===== src/rtl/bridge_dt_pkg.sv =====
package bridge_dt_pkg;
   localparam int NUM_LEGS = 2;

   typedef struct packed {
      logic top;
      logic bot;
   } sw_pair_t;
endpackage


===== src/rtl/bdt_pulse_filter.sv =====
module bdt_pulse_filter #(
   parameter int TW = 8
) (
   input  logic          clk,
   input  logic          rst_n,
   input  logic          tick,
   input  logic          lvl_i,
   input  logic [TW-1:0] width_i,
   output logic          lvl_o
);
   logic [TW-1:0] run_cnt;
   logic [TW-1:0] width_q;
   logic          filt_q;

   generate
      if (TW < 2) begin : g_bad_tw
         $error("bdt_pulse_filter: TW must be at least 2");
      end
   endgenerate

   // width is captured only while idle, so an edge in flight keeps its length
   always_ff @(posedge clk or negedge rst_n) begin
      if (!rst_n) begin
         filt_q  <= 1'b0;
         run_cnt <= '0;
         width_q <= '0;
      end else if (lvl_i == filt_q) begin
         run_cnt <= '0;
         width_q <= width_i;
      end else if (width_q == '0) begin
         filt_q  <= lvl_i;
         run_cnt <= '0;
      end else if (tick) begin
         if (run_cnt == width_q - TW'(1)) begin
            filt_q  <= lvl_i;
            run_cnt <= '0;
         end else begin
            run_cnt <= run_cnt + TW'(1);
         end
      end
   end

   assign lvl_o = filt_q;

   // with the input matching the filtered level, the level cannot move
   a_r1_idle_hold: assert property (@(posedge clk) disable iff (!rst_n)
      (lvl_i == filt_q) |=> $stable(filt_q));
endmodule


===== src/rtl/bdt_underlap.sv =====
module bdt_underlap
   import bridge_dt_pkg::*;
#(
   parameter int TW = 8
) (
   input  logic          clk,
   input  logic          rst_n,
   input  logic          tick,
   input  logic          lvl_i,
   input  logic [TW-1:0] gap_i,
   output sw_pair_t      sw_o
);
   logic [TW-1:0] gap_cnt;
   logic          busy_q;
   logic          seen_q;
   logic          top_q;
   logic          bot_q;

   always_ff @(posedge clk or negedge rst_n) begin
      if (!rst_n) begin
         seen_q  <= 1'b0;
         top_q   <= 1'b0;
         bot_q   <= 1'b0;
         busy_q  <= 1'b1;
         gap_cnt <= '0;
      end else if (lvl_i != seen_q) begin
         seen_q <= lvl_i;
         if (gap_i == '0) begin
            top_q  <= lvl_i;
            bot_q  <= ~lvl_i;
            busy_q <= 1'b0;
         end else begin
            top_q   <= 1'b0;
            bot_q   <= 1'b0;
            busy_q  <= 1'b1;
            gap_cnt <= gap_i;
         end
      end else if (busy_q && tick) begin
         if (gap_cnt <= TW'(1)) begin
            busy_q <= 1'b0;
            top_q  <= seen_q;
            bot_q  <= ~seen_q;
         end else begin
            gap_cnt <= gap_cnt - TW'(1);
         end
      end
   end

   assign sw_o.top = top_q;
   assign sw_o.bot = bot_q;

   // never both switches of a leg on
   a_r4_no_shoot_through: assert property (@(posedge clk) disable iff (!rst_n)
      !(top_q && bot_q));
endmodule


===== src/rtl/bdt_trip_latch.sv =====
module bdt_trip_latch (
   input  logic clk,
   input  logic rst_n,
   input  logic trip_req,
   output logic tripped
);
   logic req_s;
   logic trip_q;
   logic rst_d;

   // the latch is deliberately not cleared by reset assertion
   always_ff @(posedge clk) begin
      req_s <= trip_req;
      rst_d <= rst_n;
      if (rst_n && !rst_d) trip_q <= req_s;
      else                 trip_q <= trip_q | req_s;
   end

   assign tripped = trip_q | req_s;

   // a sampled request trips the outputs after that edge
   a_r8_trip_now: assert property (@(posedge clk) disable iff (!rst_n)
      trip_req |=> tripped);

   // once latched, only a reset release may clear it
   a_r9_trip_held: assert property (@(posedge clk) disable iff (!rst_n)
      (trip_q && rst_d) |=> trip_q);
endmodule


===== src/rtl/bridge_underlap_stage.sv =====
module bridge_underlap_stage
   import bridge_dt_pkg::*;
#(
   parameter int TW = 8
) (
   input  logic          clk,
   input  logic          rst_n,
   input  logic          tick,
   input  logic [1:0]    leg_in,
   input  logic [TW-1:0] min_width,
   input  logic [TW-1:0] underlap,
   input  logic          run_en,
   input  logic          trip_req,
   output logic          drv_lt,
   output logic          drv_lb,
   output logic          drv_rt,
   output logic          drv_rb,
   output logic          trip_n,
   output logic          run_ok
);
   localparam int LEGS = NUM_LEGS;

   sw_pair_t [LEGS-1:0] pairs;
   logic     [LEGS-1:0] filt_lvl;
   logic                tripped;

   generate
      if (LEGS != 2) begin : g_bad_legs
         $error("bridge_underlap_stage: a full bridge has two legs");
      end
      for (genvar g = 0; g < LEGS; g++) begin : g_leg
         bdt_pulse_filter #(.TW(TW)) u_filt (
            .clk     (clk),
            .rst_n   (rst_n),
            .tick    (tick),
            .lvl_i   (leg_in[g]),
            .width_i (min_width),
            .lvl_o   (filt_lvl[g])
         );
         bdt_underlap #(.TW(TW)) u_gap (
            .clk   (clk),
            .rst_n (rst_n),
            .tick  (tick),
            .lvl_i (filt_lvl[g]),
            .gap_i (underlap),
            .sw_o  (pairs[g])
         );
      end
   endgenerate

   bdt_trip_latch u_trip (
      .clk      (clk),
      .rst_n    (rst_n),
      .trip_req (trip_req),
      .tripped  (tripped)
   );

   assign run_ok = rst_n & ~tripped & run_en;
   assign trip_n = ~tripped;
   assign drv_lt = pairs[0].top & run_ok;
   assign drv_lb = pairs[0].bot & run_ok;
   assign drv_rt = pairs[1].top & run_ok;
   assign drv_rb = pairs[1].bot & run_ok;

   // a low enable leaves every drive off
   a_r7_enable_gates: assert property (@(posedge clk) disable iff (!rst_n)
      !run_en |-> !(drv_lt | drv_lb | drv_rt | drv_rb));
endmodule


===== config.mk =====
export PLATFORM = sky130hd
export DESIGN_NAME = bridge_underlap_stage
export DESIGN_NICKNAME = d
export VERILOG_FILES = /design/src/rtl/bridge_dt_pkg.sv /design/src/rtl/bdt_pulse_filter.sv /design/src/rtl/bdt_underlap.sv /design/src/rtl/bdt_trip_latch.sv /design/src/rtl/bridge_underlap_stage.sv
export SDC_FILE = /design/constraint.sdc
export NUM_CORES = 1
export LEC_CHECK = 0
export BUFFER_PORTS_ARGS = -buffer_cell sky130_fd_sc_hd__buf_2
export CAP_MARGIN = 20
export CORE_MARGIN = 2
export CORE_UTILIZATION = 60
export DETAILED_ROUTE_END_ITERATION = 12
export PLACE_DENSITY = 0.84
export SYNTH_ARGS = -nofsm -noshare
export SYNTH_HDL_FRONTEND = slang
export SYNTH_SLANG_ARGS = --single-unit

===== constraint.sdc =====
create_clock -name clk -period 3.94 [get_ports clk]
set_input_delay 0.197 -clock clk [delete_from_list [all_inputs] [get_ports clk]]
set_output_delay 0.197 -clock clk [all_outputs]
set_load 0.05 [all_outputs]

# Word-level counts from Yosys, hierarchy flattened

Index checks and enable logic that the tools add are counted.

Register bits after elaboration: 61
Bits in latches: 0
Memory bits (writable): 0
Memory bits (read-only): 0
Memories: 0

$add $sub $neg: 6
Multipliers: 0
Div/mod/pow operators: 0
Order comparisons: 2
Equality and inequality tests: 10
Shift operators: 0
Multiplexer cells: 45
Bitwise logic cells: 14
Reductions and logical operators: 23

Operators with widths:

| operator                                                                          | count |
|---|---|
| 8-bit two-way mux                                                                 | 15 |
| 8-bit by 1-bit subtractor with 8-bit output (second input constant)               | 4 |
| 1-bit two-way mux                                                                 | 30 |
| 8-bit logical NOT                                                                 | 3 |
| 8-bit by 1-bit adder with 8-bit output (second input constant)                    | 2 |
| 8-bit == test                                                                     | 2 |
| 8-bit by 1-bit less-or-equal comparator with 1-bit output (second input constant) | 2 |
| 2-bit nonzero test                                                                | 8 |
| 3-bit AND reduction                                                               | 4 |
| 1-bit NOT                                                                         | 7 |
| 1-bit bitwise AND                                                                 | 6 |
| 3-bit nonzero test                                                                | 2 |
| 2-bit by 1-bit inequality test with 1-bit output (second input constant)          | 2 |
| 2-bit inequality test (second input constant)                                     | 2 |
| 2-bit AND reduction                                                               | 2 |
| 1-bit logical AND                                                                 | 3 |
| 1-bit == test                                                                     | 2 |
| 1-bit inequality test                                                             | 2 |
| 1-bit logical NOT                                                                 | 1 |
| 1-bit bitwise OR                                                                  | 1 |

# Logic depth before layout (Yosys ltp)

Depth after elaboration: 6
Gate-level depth with buffers: 10

# Cells and area by module

From an unflattened synthesis, not the netlist that was laid out.

Cell total of the unflattened synthesis: 399
Area, all modules: 3846.2 um2

By module, submodules not included:

| module                              | instances | cells each | area each (um2) | seq. area each (um2) |
|---|---|---|---|---|
| bdt_underlap                        | 2         | 85         | 724.4           | 301.5 |
| bdt_pulse_filter at g_leg[1].u_filt | 1         | 113        | 1151.1          | 425.4 |
| bdt_pulse_filter at g_leg[0].u_filt | 1         | 104        | 1113.6          | 425.4 |
| bdt_trip_latch                      | 1         | 6          | 80.1            | 60.1 |
| bridge_underlap_stage               | 1         | 6          | 52.6            | 0.0 |

# Worst setup path before layout

No wires, ideal clock.

Path kind: reg-to-output
Start: register u_trip.req_s
End: output drv_lb
Arrival: 2.108 ns
Slack: 1.635 ns
Cell stages (with the launch flop): 4
Cell sequence: dfxtp_1 -> nor2_1 -> and3_1 -> and2_1

Longest elaborated chain between the ends: 5

RTL lines:

| what                           | RTL line                    | RTL |
|---|---|---|
| from (decl)                    | bdt_trip_latch.sv:7         | `logic req_s;` |
| from (signal assigned)         | bdt_trip_latch.sv:13        | `req_s <= trip_req;` |
| 1-bit bitwise OR               | bdt_trip_latch.sv:19        | `assign tripped = trip_q \| req_s;` |
| 1-bit NOT                      | -                           |  |
| via trip_n                     | bridge_underlap_stage.sv:18 | `output logic trip_n,` |
| 1-bit bitwise AND (2 in a row) | bridge_underlap_stage.sv:58 | `assign run_ok = rst_n & ~tripped & run_en;` |
| via run_ok                     | bridge_underlap_stage.sv:19 | `output logic run_ok` |
| 1-bit bitwise AND              | bridge_underlap_stage.sv:61 | `assign drv_lb = pairs[0].bot & run_ok;` |
| to (decl)                      | bridge_underlap_stage.sv:15 | `output logic drv_lb,` |

The timed path passes the listed nets, and every way through them passes these cells.

# Final worst setup path

Start: register g_leg[0].u_filt.width_q[0]
End: register g_leg[0].u_filt.run_cnt[5]

Longest elaborated chain between the ends: 6
Elaborated cells on any way between the ends: 8
Those cells by class: add/sub: 1; eq/ne: 1; mux: 4; reduce/logical: 2

RTL lines:

| what                                        | RTL line               | RTL |
|---|---|---|
| from (decl)                                 | bdt_pulse_filter.sv:12 | `logic [TW-1:0] width_q;` |
| from (signal assigned)                      | bdt_pulse_filter.sv:29 | `width_q <= width_i;` |
| 8-bit by 1-bit subtractor with 8-bit output | bdt_pulse_filter.sv:34 | `if (run_cnt == width_q - TW'(1)) begin` |
| 8-bit == test                               | bdt_pulse_filter.sv:34 |  |
| 8-bit two-way mux                           | bdt_pulse_filter.sv:34 |  |
| 8-bit two-way mux                           | bdt_pulse_filter.sv:33 | `end else if (tick) begin` |
| 8-bit two-way mux                           | bdt_pulse_filter.sv:30 | `end else if (width_q == '0) begin` |
| 8-bit two-way mux                           | bdt_pulse_filter.sv:27 | `end else if (lvl_i == filt_q) begin` |
| to (signal assigned)                        | bdt_pulse_filter.sv:38 | `run_cnt <= run_cnt + TW'(1);` |
| to (decl)                                   | bdt_pulse_filter.sv:11 | `logic [TW-1:0] run_cnt;` |

Several ways; a longest one is shown, not always the timed one. The select of a mux whose other input is x is not followed.
A chain may end at the register's enable or synchronous reset.

==> run metrics <==
DPL Wire Length between 5 and 6 mm; largest net degree at the start of global routing 48; RePlAce Congestion 0.897; Slew HR 31.7%; clk_skew 0.00796 ns; vias per cell about 6; crit end category register; RSZ-0062 raised after global routing false; DIE WIDTH ~82 µm; CTS sink cnt 61; via count 3025; Root Buffer clkbuf_8; Clock Power Share 16.4%; Synth top area share 38.8%; Synthesized Nets 429; TritonCTS clock tree built; I/O Pins 29; Area growth syn-to-layout 11.0%; Pre-Repair DR Iteration Count 4; worst min path class in -> reg; worst setup margin 1.53 ns; Layout Nets 459; crit path DAT roughly 2.6 ns; Clock Path Buffers 2; fmax 415 MHz; Post-Syn Area 3610 µm²; Worst-path clk slew 0.07 ns; TNS Setup 0 ns; run status completed; final setup fails 0; DRT iter0 DRCs 150; post-synthesis sequential area ratio 41.9%; Switching Share 43.8%; initial antenna violation count 0; Row Count 28; Setup WS pre-CTS 1.57 ns; number of flops mapped to enable cells by yosys 0; Total Routing Usage GR a little over a quarter; final hold viol count 0; number of buffers created by CTS 9; Core Util, Final 68.5%; final worst path period share 61.1%; startpoint types register; VDD IR max 0.000678 V; # fillers 488; Hold Slack 0.0835 ns; ratio of cells with drive above 1 in the final layout between 10% and 20%; Worst Path Required 4.14 ns; chip height between 80 and 90 µm; DRC viols 0; H-tree depth 3; Antenna diodes 0; NetSw 1.36 mW; final slew viol count 0; ys async rst share 95.1%; post-synth top area cell dfrtp_1; critical-path maximum fanout 6; die area 6650 µm²; vias in the first global route 2917; Lkg Pwr 1.72 nW; Synth warnings 0; number of max-cap violations 0; reg2reg path depth 8; Port Buffer Count 28; final cell count without fillers about 510; Syn Inst Count 396; wire per inst 15.9 µm; Area contributors post-synth dfrtp_1 (39%), o21ai_0 (4.3%), mux2_2 (4.1%); minimum clock period 2.41 ns; sequential share of power 37.5%; post_cts resized 0; GRT Residual Overflow 0; first-pass GRT wire length 13.5 mm; Comb power frac between 40% and 50%; synthesis-stage register bit count 61; worst-skew pair later-pin latency 0.34 ns; internal power 1.75 mW; synthesized area per cell slightly above 9 µm²; Least-Margin Pin Slew 1.02 ns; core area 5850 µm²; placed cells roughly 490; Post-CTS Setup Bufs 0; Starting Density 61.7%; DRT Wirelength 8.03 mm; pwr/cell area 778 nW/µm²; post-synthesis cell type count 64; Hold Path Depth 3; post-route ant nets 0; Worst Setup Path Type reg -> reg; top_reg_cell synth dfrtp_1
-- power by group through the flow --
stage,logic (mW),clock network [mW],registers (mW)
final,1.43,0.511,1.17
after floorplan,1.18,0,1.07
after global routing,1.61,0.551,1.21
after global placement,1.33,0,1.16
after detailed placement,1.40,0,1.17
after CTS,1.40,0.519,1.16
-- per-layer routing --
layer	GRT usage [%]	wire length, µm
met1	34.5	3670
met2	43.8	3780
met3	4.51	404
met4	11.5	167
met5	0	0
-- logic make-up after synthesis --
kind of cell             Yosys count  synth area share [%]
XOR/XNOR                          24                  5.82
flip-flops                        61                  41.9
adder cells (fa/ha/maj)           10                  3.47
multiplexers                      15                  4.68
AND/OR/NAND/NOR                  158                  22.9
buffers and inverters             33                  3.74
AO/OA/AOI/OAI                     95                  17.4
-- timing repair --
action | 4_1_cts | 5_1_grt
hold buffers | 2 | 0
endpoints found under the setup margin | 0 | 0
hold endpoints to repair | 13 | 0
-- worst max-delay path: stages, from the launching register on --
cell	delay (ns)
dfrtp_1	0.42
inv_1	0.11
ha_1	0.27
or3_1	0.39
a31o_1	0.22
a311o_1	0.38
and2_1	0.26
nand3_1	0.12
o311ai_1	0.10
-- state kept, by name (all words and copies together) (netlist names) --
name,cells
g_leg.u_filt.lvl_o,2
g_leg.u_gap.top_q,2
u_trip.rst_d,1
u_trip.req_s,1
g_leg.u_gap.bot_q,2
g_leg.u_gap.busy_q,2
g_leg.u_filt.run_cnt,16
g_leg.u_filt.width_q,16
g_leg.u_gap.gap_cnt,16
g_leg.u_gap.seen_q,2
u_trip.trip_q,1
-- path summary, 6_finish.rpt --
path                                                             start                                     end  slack [ns]
worst max-delay path            g_leg[0].u_filt.width_q[0]$_DFFE_PN0P_  g_leg[0].u_filt.run_cnt[5]$_DFFE_PN0P_        1.53
worst min-delay path                                      min_width[5]  g_leg[1].u_filt.width_q[5]$_DFFE_PN0P_        0.08
worst max register to register  g_leg[0].u_filt.width_q[0]$_DFFE_PN0P_  g_leg[0].u_filt.run_cnt[5]$_DFFE_PN0P_        1.53
worst min register to register                    u_trip.req_s$_DFF_P_                   u_trip.trip_q$_DFF_P_        0.44
max in group asynchronous                                        rst_n   g_leg[1].u_gap.gap_cnt[1]$_DFFE_PN0P_        2.74
min in group asynchronous                                        rst_n  g_leg[1].u_filt.width_q[3]$_DFFE_PN0P_        0.28
-- cell type report --
class | instances | area, µm² | share of cell area, %
multi-input cells | 302 | 1960 | 49.0
flip-flops and latches | 61 | 1510 | 37.8
repair buffers | 34 | 190 | 4.75
clock buffers | 13 | 159 | 3.97
well taps | 75 | 93.8 | 2.34
inverters | 18 | 67.6 | 1.69
clock inverters | 3 | 20.0 | 0.500
-- placed cells by master (no fill, tap or decap), types with 15 or more instances in the layout --
cell / instances
inv_1: 18
nand3_1: 22
dfrtp_1: 56
o21ai_0: 31
nor3_1: 17
xnor2_1: 15
a21oi_1: 19
nor2_1: 31
buf_2: 28
nand2_1: 33
-- through the flow --
stage / cell area [µm²] / total power, mW
global placement: 3790 / 2.49
global route: 4010 / 3.37
detailed placement: 3790 / 2.57
CTS: 3990 / 3.09
floorplan: 3610 / 2.25
finish: 4010 / 3.11
-- cell usage after synthesis (2+ instances only) --
cell type   n
mux2_1      2
o31ai_1     4
or3_1       5
nor2b_1     5
a211oi_1    3
nor4b_1     2
o21a_1      2
and2_1      7
or2_2       3
nor2_1     31
a31oi_1     2
and3_1      5
a22o_1      3
o21ai_0    31
a21oi_1    19
nand2b_1    3
nand3_1    22
o21bai_1    4
dfrtp_1    56
nor4_1      6
buf_2       3
nor3_1     17
a21o_1      2
a22oi_1     4
inv_1      18
mux2_2     13
ha_1       10
nand2_1    33
xnor2_1    15
dfstp_2     2
a221o_1     2
o211ai_1    4
clkbuf_1   11
nand4_1     2
nor3b_1     5
o22ai_1     2
dfxtp_1     3
xor2_1      9
Power figures use the tool's default switching activity.
